$ cat config.mk
export PLATFORM = sky130hd
export DESIGN_NAME = rx_idle_timeout
export DESIGN_NICKNAME = d
export VERILOG_FILES = /design/src/rtl/rxto_pkg.sv /design/src/rtl/rxto_arm_ctrl.sv /design/src/rtl/rxto_idle_counter.sv /design/src/rtl/rxto_sticky_flag.sv /design/src/rtl/rx_idle_timeout.sv
export SDC_FILE = /design/constraint.sdc
export NUM_CORES = 1
export LEC_CHECK = 0
export ABC_AREA = 1
export BUFFER_PORTS_ARGS = -buffer_cell sky130_fd_sc_hd__buf_4
export CAP_MARGIN = 20
export CELL_PAD_IN_SITES_DETAIL_PLACEMENT = 0
export CELL_PAD_IN_SITES_GLOBAL_PLACEMENT = 2
export CORE_MARGIN = 3
export CORE_UTILIZATION = 32
export CTS_CLUSTER_DIAMETER = 60
export DETAILED_ROUTE_END_ITERATION = 7
export GPL_ROUTABILITY_DRIVEN = 0
export GPL_TIMING_DRIVEN = 1
export PLACE_DENSITY_LB_ADDON = 0.12
export REMOVE_ABC_BUFFERS = 1
export SYNTH_ARGS = -nofsm -noshare
export SYNTH_HDL_FRONTEND = slang
export SYNTH_SLANG_ARGS = --single-unit
$ cat constraint.sdc
create_clock -name clk -period 3.82 [get_ports clk]
set_clock_uncertainty 0.05 [all_clocks]
set_input_delay 0.764 -clock clk [delete_from_list [all_inputs] [get_ports clk]]
set_output_delay 0.764 -clock clk [all_outputs]
set_load 0.1 [all_outputs]
$ cat src/rtl/rxto_pkg.sv
package rxto_pkg;
  parameter int unsigned DEF_TO_W = 24;

  typedef enum logic {
    ARM_IDLE = 1'b0,
    ARM_WAIT = 1'b1
  } arm_state_e;
endpackage

$ cat src/rtl/rxto_arm_ctrl.sv
module rxto_arm_ctrl
  import rxto_pkg::*;
(
  input  logic clk,
  input  logic rst_n,
  input  logic port_en,
  input  logic word_push,
  input  logic fifo_nonempty,
  input  logic expire,
  output logic armed
);
  arm_state_e state_q, state_d;

  // A push arms the timer; disable, an empty FIFO or an expiry disarms it.
  always_comb begin
    state_d = state_q;
    if (!port_en)            state_d = ARM_IDLE;
    else if (word_push)      state_d = ARM_WAIT;
    else if (!fifo_nonempty) state_d = ARM_IDLE;
    else if (expire)         state_d = ARM_IDLE;
  end

  always_ff @(posedge clk or negedge rst_n) begin
    if (!rst_n) state_q <= ARM_IDLE;
    else        state_q <= state_d;
  end

  assign armed = (state_q == ARM_WAIT);
endmodule

$ cat src/rtl/rxto_idle_counter.sv
module rxto_idle_counter #(
  parameter int unsigned TO_W = rxto_pkg::DEF_TO_W
) (
  input  logic            clk,
  input  logic            rst_n,
  input  logic            armed,
  input  logic            port_en,
  input  logic            word_push,
  input  logic            fifo_nonempty,
  input  logic [TO_W-1:0] timeout_limit,
  output logic [TO_W-1:0] count,
  output logic            expire
);
  localparam logic [TO_W-1:0] ZERO = '0;

  logic [TO_W:0] cnt_inc;
  logic          limit_live;
  logic          idle_tick;
  logic          restart;

  assign cnt_inc    = {1'b0, count} + {{TO_W{1'b0}}, 1'b1};
  assign limit_live = (timeout_limit != ZERO);
  assign idle_tick  = armed && port_en && fifo_nonempty && !word_push && limit_live;
  // Greater-or-equal so a limit lowered mid-period still terminates it.
  assign expire     = idle_tick && (cnt_inc >= {1'b0, timeout_limit});
  assign restart    = !port_en || word_push || !fifo_nonempty || expire;

  always_ff @(posedge clk or negedge rst_n) begin
    if (!rst_n)         count <= ZERO;
    else if (restart)   count <= ZERO;
    else if (idle_tick) count <= cnt_inc[TO_W-1:0];
  end
endmodule

$ cat src/rtl/rxto_sticky_flag.sv
module rxto_sticky_flag (
  input  logic clk,
  input  logic rst_n,
  input  logic set,
  input  logic clr,
  output logic flag
);
  always_ff @(posedge clk or negedge rst_n) begin
    if (!rst_n)   flag <= 1'b0;
    else if (set) flag <= 1'b1;
    else if (clr) flag <= 1'b0;
  end
endmodule

$ cat src/rtl/rx_idle_timeout.sv
module rx_idle_timeout #(
  parameter int unsigned TO_W = rxto_pkg::DEF_TO_W
) (
  input  logic            clk,
  input  logic            rst_n,
  input  logic            port_en,
  input  logic            word_push,
  input  logic            fifo_nonempty,
  input  logic [TO_W-1:0] timeout_limit,
  input  logic            irq_en,
  input  logic            status_clr,
  output logic            to_status,
  output logic            to_irq
);
  logic            armed_w;
  logic            expire_w;
  logic [TO_W-1:0] count_w;

  rxto_arm_ctrl u_arm (
    .clk           (clk),
    .rst_n         (rst_n),
    .port_en       (port_en),
    .word_push     (word_push),
    .fifo_nonempty (fifo_nonempty),
    .expire        (expire_w),
    .armed         (armed_w)
  );

  rxto_idle_counter #(.TO_W(TO_W)) u_cnt (
    .clk           (clk),
    .rst_n         (rst_n),
    .armed         (armed_w),
    .port_en       (port_en),
    .word_push     (word_push),
    .fifo_nonempty (fifo_nonempty),
    .timeout_limit (timeout_limit),
    .count         (count_w),
    .expire        (expire_w)
  );

  rxto_sticky_flag u_flag (
    .clk   (clk),
    .rst_n (rst_n),
    .set   (expire_w),
    .clr   (status_clr),
    .flag  (to_status)
  );

  assign to_irq = to_status & irq_en;
endmodule

==> impl_metrics.py, run 1 <==
metrics = {
    "timing": {
        "holdWs_ns": 0.344,
        "period_share_pct": 85.6,
        "setup_violations": 0,
        "setup_slack_ns": 0.551,
        "slew_violations": 0,
        "hold_viol": 0,
        "rsz0062_at_grt": "no",
        "fmax_mhz": 306,
        "fin_crit_ns": 3.27,
        "tns_ns": 0,
        "slew_headroom_pct": 53.8,
        "worstMarginPinSlew_ns": 0.692,
    },
    "critical_path": {
        "slowest_delay_ns": 0.43,
        "crit_fanout": 24,
        "slowest_stage": "dfrtp_1",
        "worstPathRequired_ns": 3.94,
        "cp_cell_sequence": "ha_1 -> nand2_2 -> nor2_4 -> nand2_4 -> nor2_4 -> nand2_1 -> xor2_1 -> inv_1 -> ha_1 -> nand2_1 -> nor2_1 -> nand2_1 -> nor2_1 -> nand3_2 -> nand2_4 -> nand2_4 -> nand3_1 -> nand2_1",
        "cp.arrival_ns": 3.39,
        "cp-end-kind": "flop",
        "rrSetupSlack_ns": 0.55,
        "critPathLaunchType": "flop",
        "critical_path_class": "reg2reg",
        "cpMostUsedCell": "nand2_1",
    },
    "cts": {
        "clk_pin_slew_ns": 0.10,
        "ctsHoldBuffers": 0,
        "cts_root_buffer": "clkbuf_8",
        "cts_max_level": 1,
        "post-cts-setup-buffers": 0,
        "clk_latency_ns": 0.28,
        "cts_sinks": 26,
        "cts_tree": "built",
        "clockBufferDepth": 2,
        "cts_buffers": 3,
        "cts_resized": 0,
    },
    "layout": {
        "drive_gt1_share_pct": 16.7,
        "final_cells": 555,
        "seqCellArea_um2": 651,
        "area_growth_syn_to_layout_pct": 13.0,
        "fin_area_um2": 3120,
        "final_util_pct": 37.5,
        "num_antenna_cells": 0,
        "finalNetCount": 507,
        "multi_input_area_um2": 1730,
        "fillers": 900,
    },
    "routing": {
        "num_vias": 2527,
        "wl_per_cell_um": 13.4,
        "via_per_inst": 4.55,
        "wirelength_mm": 7.45,
        "drt-initial-drc-count": 120,
        "drtAntennaViolNets": 0,
        "drc": 0,
        "drtPass1Iterations": 5,
    },
    "die": {
        "die_h_um": 98.8,
        "pin_count": 33,
        "placementRows": 33,
        "fp.dieW_um": 98.8,
        "coreArea_um2": 8300,
        "start_util_pct": 33.2,
        "die_area_um2": 9770,
    },
    "place": {
        "dp_slack_ns": 0.541,
        "place_inst": 551,
        "place_area_um2": 3060,
        "io_buffers": 32,
        "dpl.hpwl_mm": 6.03,
    },
    "flow_run": {
        "cap_violations": 0,
    },
    "synthesis": {
        "yosys_warnings": 0,
        "synth_adder_area_share_pct": 11.3,
        "netlist_instances": 421,
        "synth-simple-area-share_pct": 43.8,
        "synth.distinct_cells": 29,
        "synth_compound_area_share_pct": 3.95,
        "yosys-mux-area-fraction_pct": 0,
        "seq_area_frac_synth_pct": 23.6,
        "synth_top_family_by_area": "simple AND/OR/NAND/NOR gates",
        "synth.avg_cell_area_um2": 6.55,
        "synth_xor_area_share_pct": 3.49,
        "synth_seq_cells": 26,
        "synth_area_um2": 2760,
    },
    "global_routing": {
        "grt-ovfl-total": 0,
        "grt_pass1_vias": 2385,
        "grt_pass1_wl_mm": 12.2,
        "grt_max_degree": 40,
        "antenna_found_initial": 0,
        "track_usage_pct": 15.6,
    },
    "power": {
        "power.total_uw": 537,
        "peakVddDrop_mv": 0.128,
        "power.density_nw_per_um2": 172,
        "leakage_nw": 1.77,
    },
    "worst_hold_path": {
        "min_path_type": "in2async",
    },
    "status": {
        "status": "finished, final reports clean",
    },
}
[routing by layer]
metal  part of all wire [%]  vias to the layer above  GRT usage, %
li1                       -                     1352             -
met4                   0.56                        0          2.63
met5                      0                        -             0
met3                    4.0                        4          1.49
met1                     52                     1130          23.8
met2                     44                       41          24.1
[sequential cells by signal, indices dropped and copies added (netlist names)]
name         cells
u_flag.flag      1
u_cnt.count     24
u_arm.armed      1
[cells in the final DEF, fill, tap and decap left out, drive strengths merged]
| cell type | netlist | final |
|---|---|---|
| buf | 7 | 33 |
| dfrtp | 26 | 26 |
| ha | 25 | 25 |
| inv | 81 | 81 |
| o22ai | 1 | 1 |
| nand3 | 37 | 37 |
| and2 | 1 | 1 |
| nand4 | 9 | 9 |
| nor3 | 7 | 7 |
| clkbuf | 1 | 4 |
| xnor2 | 3 | 3 |
| nor2 | 59 | 59 |
| xor2 | 8 | 8 |
| nand2 | 137 | 137 |
| o21bai | 1 | 1 |
| nand3b | 1 | 1 |
| o21a | 1 | 1 |
| o21ai | 5 | 5 |
| a21o | 3 | 3 |
| a21oi | 8 | 8 |
[cell families after synthesis]
| logic type | after synthesis |
|---|---|
| buffers and inverters | 89 |
| xor gates and xnor gates | 11 |
| adders and majority gates | 25 |
| and+or+nand+nor | 251 |
| DFF | 26 |
| AOI/OAI and AO/OA | 19 |
[path summary, 6_finish.rpt]
check / endpoint / start / cells after the start
setup / recovery: u_cnt.count[11]$_DFFE_PN0P_ / u_cnt.count[0]$_DFFE_PN0P_ / 18
min in group clk: u_cnt.count[4]$_DFFE_PN0P_ / u_cnt.count[4]$_DFFE_PN0P_ / 2
hold reg to reg: u_cnt.count[4]$_DFFE_PN0P_ / u_cnt.count[4]$_DFFE_PN0P_ / 2
max in group asynchronous: u_cnt.count[11]$_DFFE_PN0P_ / rst_n / 1
hold / removal: u_cnt.count[23]$_DFFE_PN0P_ / rst_n / 1
setup reg to reg: u_cnt.count[11]$_DFFE_PN0P_ / u_cnt.count[0]$_DFFE_PN0P_ / 18
[worst max-delay path, delay by kind of cell (launching register included)]
| family | cells | cell delay [ns] |
|---|---|---|
| XOR/XNOR | 1 | 0.23 |
| adder cells (fa/ha/maj) | 2 | 0.51 |
| AND/OR/NAND/NOR | 14 | 1.85 |
| buffers and inverters | 1 | 0.08 |
| flip-flops | 1 | 0.43 |
[final cells by class]
cell class,count,area share (%)
multi-input combinational,306,55.4
sequential,26,20.9
tap,105,4.22
clock buffer,4,1.77
inverter,81,9.76
timing repair buffer,33,7.95
[power breakdown]
part | switching, mW | leakage, nW | total [mW] | internal [mW]
sequential | 0.00112 | 0.362 | 0.277 | 0.276
clock | 0.0960 | 0.0288 | 0.188 | 0.0924
combinational | 0.0412 | 1.38 | 0.0718 | 0.0306
[cells in the mapped netlist]
cell / n / area share [%]
o21a_1: 1 / 0.27
xnor2_1: 3 / 0.95
xor2_1: 8 / 2.5
inv_2: 1 / 0.14
o21ai_0: 5 / 0.91
a21oi_1: 8 / 1.5
nand2_4: 3 / 1.2
clkbuf_1: 1 / 0.14
buf_4: 3 / 0.82
nor3_2: 1 / 0.36
nand4_1: 9 / 2.0
buf_12: 2 / 1.5
nand2_2: 3 / 0.68
nor2_2: 5 / 1.1
nand3_1: 16 / 2.9
nand3_2: 21 / 7.6
and2_1: 1 / 0.23
nor2_4: 4 / 1.6
o21bai_1: 1 / 0.27
buf_2: 2 / 0.36
nand3b_1: 1 / 0.27
a21o_1: 3 / 0.82
nor3_1: 6 / 1.1
nand2_1: 131 / 18
ha_1: 25 / 11
inv_1: 80 / 11
nor2_1: 50 / 6.8
o22ai_1: 1 / 0.23
dfrtp_1: 26 / 24
No activity file was read; power rests on OpenSTA's default activity.
==> run 2, diff against run 1 <==
- REMOVE_ABC_BUFFERS: 1 -> unset
==> impl_metrics.py, run 2 (synthesized netlist as in run 1, its figures left out) <==
metrics = {
    "status": {
        "status": "finished, final reports clean",
    },
    "place": {
        "dpl.hpwl_mm": 5.92,
        "place_inst": 551,
        "io_buffers": 32,
    },
    "power": {
        "power.total_uw": 537,
        "power.density_nw_per_um2": 172,
        "peakVddDrop_mv": 0.110,
        "leakage_nw": 1.77,
    },
    "timing": {
        "worstMarginPinSlew_ns": 0.662,
        "hold_viol": 0,
        "setup_violations": 0,
        "tns_ns": 0,
        "rsz0062_at_grt": "no",
        "fin_crit_ns": 3.35,
        "slew_headroom_pct": 55.8,
        "fmax_mhz": 299,
        "slew_violations": 0,
        "period_share_pct": 87.6,
    },
    "layout": {
        "layout_commonest_cell": "nand2_1",
        "largest_reg_flops": 24,
        "finalNetCount": 507,
        "drive_gt1_share_pct": 16.7,
        "final_cell_mix": "nand2_1, inv_1, nor2_1",
        "area_growth_syn_to_layout_pct": 13.0,
        "num_antenna_cells": 0,
        "final_cells": 555,
        "top_register": "u_cnt.count",
    },
    "cts": {
        "cts_sinks": 26,
        "ctsHoldBuffers": 0,
        "cts_buffers": 3,
        "cts_max_level": 1,
        "clk_latency_ns": 0.27,
        "clockBufferDepth": 2,
        "clk_pin_slew_ns": 0.10,
        "cts_tree": "built",
        "cts_resized": 0,
        "post-cts-setup-buffers": 0,
        "cts_root_buffer": "clkbuf_8",
    },
    "routing": {
        "drt-initial-drc-count": 75,
        "wl_per_cell_um": 13.1,
        "via_per_inst": 4.45,
        "route.met2.wl_mm": 3.16,
        "num_vias": 2471,
        "wl_met1_mm": 3.77,
        "wirelength_mm": 7.26,
        "top_layer_used": "met4",
        "dr_wl_met3_um": 292,
        "drtPass1Iterations": 4,
        "drc": 0,
        "drtAntennaViolNets": 0,
    },
    "global_routing": {
        "track_usage_pct": 15.2,
        "antenna_found_initial": 0,
        "grt_max_degree": 40,
        "grt_pass1_vias": 2407,
        "grt_pass1_wl_mm": 12.0,
        "grt-ovfl-total": 0,
    },
    "synthesis": {
        "synth_nets": 477,
    },
    "flow_run": {
        "cap_violations": 0,
    },
    "die": {
        "coreArea_um2": 8300,
        "pin_count": 33,
        "placementRows": 33,
        "die_area_um2": 9770,
        "die_h_um": 98.8,
        "start_util_pct": 33.2,
        "fp.dieW_um": 98.8,
    },
    "critical_path": {
        "worstPathRequired_ns": 3.94,
        "cp-end-kind": "flop",
        "crit_fanout": 24,
        "cp.arrival_ns": 3.47,
        "critPathLaunchType": "flop",
        "critical_path_class": "reg2reg",
    },
    "worst_hold_path": {
        "min_path_type": "in2async",
    },
}
run 2: cell counts in the layout (fill, tap and decap cells not counted):
Identical to the previous run, type by type.
run 2: report_power, final:
part | internal, mW | switching [mW] | leakage [nW]
Combinational | 0.0306 | 0.0409 | 1.38
Sequential | 0.276 | 0.00119 | 0.362
Clock | 0.0923 | 0.0962 | 0.0288
run 2: final timing paths:
| check | start | endpoint | slack, ns | cells after the start |
|---|---|---|---|---|
| setup reg to reg | u_cnt.count[0]$_DFFE_PN0P_ | u_cnt.count[11]$_DFFE_PN0P_ | 0.47 | 20 |
| hold / removal | rst_n | u_cnt.count[14]$_DFFE_PN0P_ | 0.34 | 1 |
| hold reg to reg | u_cnt.count[4]$_DFFE_PN0P_ | u_cnt.count[4]$_DFFE_PN0P_ | 0.47 | 2 |
| min in group clk | u_cnt.count[4]$_DFFE_PN0P_ | u_cnt.count[4]$_DFFE_PN0P_ | 0.47 | 2 |
| max in group asynchronous | rst_n | u_cnt.count[5]$_DFFE_PN0P_ | 3.11 | 1 |
| setup / recovery | u_cnt.count[0]$_DFFE_PN0P_ | u_cnt.count[11]$_DFFE_PN0P_ | 0.47 | 20 |
run 2: stage by stage:
step / setup slack, ns / hold slack, ns / util (%) / area (um^2)
after detailed placement: 0.537 / 0.435 / 36.9 / 3060
final: 0.473 / 0.339 / 37.5 / 3120
after global routing: 0.140 / 0.353 / 37.5 / 3120
after global placement: 0.503 / 0.436 / 36.9 / 3060
after CTS: 0.518 / 0.351 / 37.5 / 3120
after floorplan: 1.17 / 0.415 / - / 2760
run 2: layout make-up:
class,instances,area (um^2)
Tap cell,105,131
Fill cell,896,5180
Timing Repair Buffer,33,248
Sequential cell,26,651
Inverter,81,304
Clock buffer,4,55.1
Multi-Input combinational cell,306,1730
run 2: metal layers:
| metal | vias to the layer above | track usage (%) |
|---|---|---|
| met1 | 1077 | 22.9 |
| met3 | 4 | 1.20 |
| met2 | 39 | 24.3 |
| met4 | 0 | 2.21 |
| li1 | 1351 | - |
| met5 | - | 0 |
run 2: critical path: stages, from the launching register on:
cell and delay (ns):
dfrtp_1 0.43, ha_1 0.21, nand2_2 0.10, nor2_4 0.18, nand2_4 0.11, nor2_4 0.17
nand2_1 0.08, xor2_1 0.29, inv_1 0.11, ha_1 0.30, nand2_1 0.07, nor2_1 0.19
nand2_1 0.07, nor2_1 0.13, nand2_1 0.09, nand3_2 0.08, nor2_2 0.05, nand2_4 0.08
nand2_4 0.24, nand3_1 0.15, nand2_1 0.06
==> run 3, diff against run 2 <==
- ABC_AREA: 1 -> 0
- BUFFER_PORTS_ARGS: -buffer_cell sky130_fd_sc_hd__buf_4 -> -buffer_cell sky130_fd_sc_hd__buf_2
- CORE_UTILIZATION: 32 -> 35
==> impl_metrics.py, run 3 <==
metrics = {
    "status": {
        "status": "finished, final reports clean",
    },
    "place": {
        "dp_slack_ns": 0.225,
        "place_inst": 441,
        "io_buffers": 32,
        "dpl.hpwl_mm": 5.33,
    },
    "global_routing": {
        "grt_max_degree": 30,
        "track_usage_pct": 17.4,
        "antenna_found_initial": 0,
        "grt_pass1_wl_mm": 12.1,
        "grt_pass1_vias": 2343,
        "grt-ovfl-total": 0,
    },
    "critical_path": {
        "cp.arrival_ns": 3.61,
        "r2r-start": "u_cnt.count[0]$_DFFE_PN0P_",
        "worstPathRequired_ns": 3.96,
        "slowest_delay_ns": 0.44,
        "cp_cell_sequence": "ha_2 -> nand4_2 -> or2_1 -> nor2_1 -> xor2_2 -> ha_1 -> a21oi_1 -> o21ai_0 -> a221oi_1 -> o2111a_2 -> buf_4 -> nand4_1 -> a31oi_1",
        "critical_path_class": "reg2reg",
        "cp-end-kind": "flop",
        "critPathLaunchType": "flop",
        "worstSetupStartpoint": "u_cnt.count[0]$_DFFE_PN0P_",
        "crit_fanout": 17,
        "slowest_stage": "dfrtp_1",
        "critical_path.top_delay_family": "compound AO/OA/AOI/OAI gates",
        "path_buf_inv": 1,
    },
    "timing": {
        "tns_ns": 0,
        "rsz0062_at_grt": "no",
        "fmax_mhz": 289,
        "slew_violations": 0,
        "slew_headroom_pct": 55.4,
        "holdWs_ns": 0.456,
        "setup_violations": 0,
        "worstMarginPinSlew_ns": 0.669,
        "hold_viol": 0,
        "setup_slack_ns": 0.355,
        "fin_crit_ns": 3.46,
        "period_share_pct": 90.7,
    },
    "synthesis": {
        "synth.top_cell.area_share_pct": 24.7,
        "synth_most_common_cell": "nand2_1",
        "synth.avg_cell_area_um2": 8.08,
        "synth_adder_area_share_pct": 11.9,
        "synth_top_family_by_area": "simple AND/OR/NAND/NOR gates",
        "synth_compound_area_share_pct": 12.4,
        "synth.distinct_cells": 50,
        "synth_ff_type": "dfrtp_1",
        "seq_area_frac_synth_pct": 24.7,
        "synth_nets": 382,
        "synth_area_um2": 2640,
        "synth_xor_area_share_pct": 6.98,
        "yosys_warnings": 0,
        "async_reset_ff_share_pct": 100,
        "yosys-mux-area-fraction_pct": 0,
        "synth-simple-area-share_pct": 32.8,
        "synth_edf_count": 0,
        "netlist_instances": 326,
        "ys_top_cells_by_area": "dfrtp_1, ha_1, xnor2_1",
        "synth_top_cell_by_area": "dfrtp_1",
        "synth_seq_cells": 26,
        "netlist_top_cells_count": "nand2_1, inv_1, dfrtp_1",
    },
    "worst_hold_path": {
        "min_path_type": "in2async",
    },
    "routing": {
        "drtAntennaViolNets": 0,
        "num_vias": 2369,
        "wl_per_cell_um": 15.8,
        "drtPass1Iterations": 4,
        "drt-initial-drc-count": 110,
        "via_per_inst": 5.32,
        "wirelength_mm": 7.04,
        "drc": 0,
    },
    "cts": {
        "cts_max_level": 1,
        "cts_buffers": 3,
        "clockBufferDepth": 2,
        "clk_pin_slew_ns": 0.10,
        "ctsHoldBuffers": 0,
        "clk_latency_ns": 0.28,
        "cts_sinks": 26,
        "cts_root_buffer": "clkbuf_8",
        "cts_tree": "built",
    },
    "layout": {
        "drive_gt1_share_pct": 17.9,
        "fillers": 798,
        "finalNetCount": 403,
        "final_cells": 445,
        "seqCellArea_um2": 651,
        "largest_reg_flops": 24,
        "num_antenna_cells": 0,
        "multi_input_area_um2": 1710,
        "final_cell_mix": "nand2_1, buf_2, inv_1",
        "layout_commonest_cell": "nand2_1",
        "top_register": "u_cnt.count",
        "area_growth_syn_to_layout_pct": 9.07,
    },
    "die": {
        "coreArea_um2": 7290,
        "fp.dieW_um": 92.8,
        "die_h_um": 92.8,
        "die_area_um2": 8610,
        "placementRows": 31,
        "pin_count": 33,
        "start_util_pct": 36.1,
    },
    "flow_run": {
        "cap_violations": 0,
    },
    "power": {
        "power.total_uw": 538,
        "leakage_nw": 1.34,
        "power.density_nw_per_um2": 187,
        "peakVddDrop_mv": 0.104,
    },
}
[run 3: through the flow]
stage               instance area (um^2)  utilization [%]
floorplan                           2640                -
global placement                    2810             38.5
detailed placement                  2810             38.5
CTS                                 2860             39.3
global route                        2870             39.4
finish                              2870             39.4
[run 3: worst paths after layout]
kind	slack [ns]	end	cells after the start
min in group clk	0.48	u_cnt.count[12]$_DFFE_PN0P_	2
max in group asynchronous	2.83	u_cnt.count[7]$_DFFE_PN0P_	1
worst max-delay path	0.36	u_cnt.count[7]$_DFFE_PN0P_	13
worst min-delay path	0.46	u_cnt.count[22]$_DFFE_PN0P_	1
worst max register to register	0.36	u_cnt.count[7]$_DFFE_PN0P_	13
worst min register to register	0.48	u_cnt.count[12]$_DFFE_PN0P_	2
[run 3: worst register-to-register path, cell delays in order (launching register included)]
cell      delay (ns)
dfrtp_1         0.44
ha_2            0.27
nand4_2         0.16
or2_1           0.36
nor2_1          0.21
xor2_2          0.21
ha_1            0.28
a21oi_1         0.14
o21ai_0         0.11
a221oi_1        0.31
o2111a_2        0.28
buf_4           0.24
nand4_1         0.13
a31oi_1         0.18
[run 3: layout make-up]
cell class	count	area share (%)
Sequential cell	26	22.6
Timing Repair Buffer	39	7.84
Inverter	30	3.92
Clock buffer	4	1.92
Tap cell	99	4.31
Multi-Input combinational cell	247	59.4
[run 3: logic make-up (layout without fill, tap and decap cells)]
family / Yosys count / in the layout
compound gates: 50 / 50
xor+xnor: 21 / 21
flops: 26 / 26
buf+inv: 53 / 73
simple gates: 151 / 151
fa+ha+maj: 25 / 25
[run 3: power breakdown]
part	switching [mW]	total (mW)	internal (mW)
registers	0.000841	0.277	0.276
logic	0.0431	0.0688	0.0257
clock network	0.100	0.192	0.0924
[run 3: per-layer routing]
| metal | share of wire, % | track usage [%] |
|---|---|---|
| met4 | 0.89 | 3.54 |
| met1 | 54 | 26.6 |
| met5 | 0 | 0 |
| met3 | 3.5 | 1.38 |
| met2 | 41 | 26.6 |
[run 3: timing repair]
| item | in CTS | in global routing |
|---|---|---|
| setup endpoints to repair | 0 | 20 |
| setup buffers | 0 | 0 |
| resized for setup | 0 | 3 |
| hold endpoints to repair | 0 | 0 |
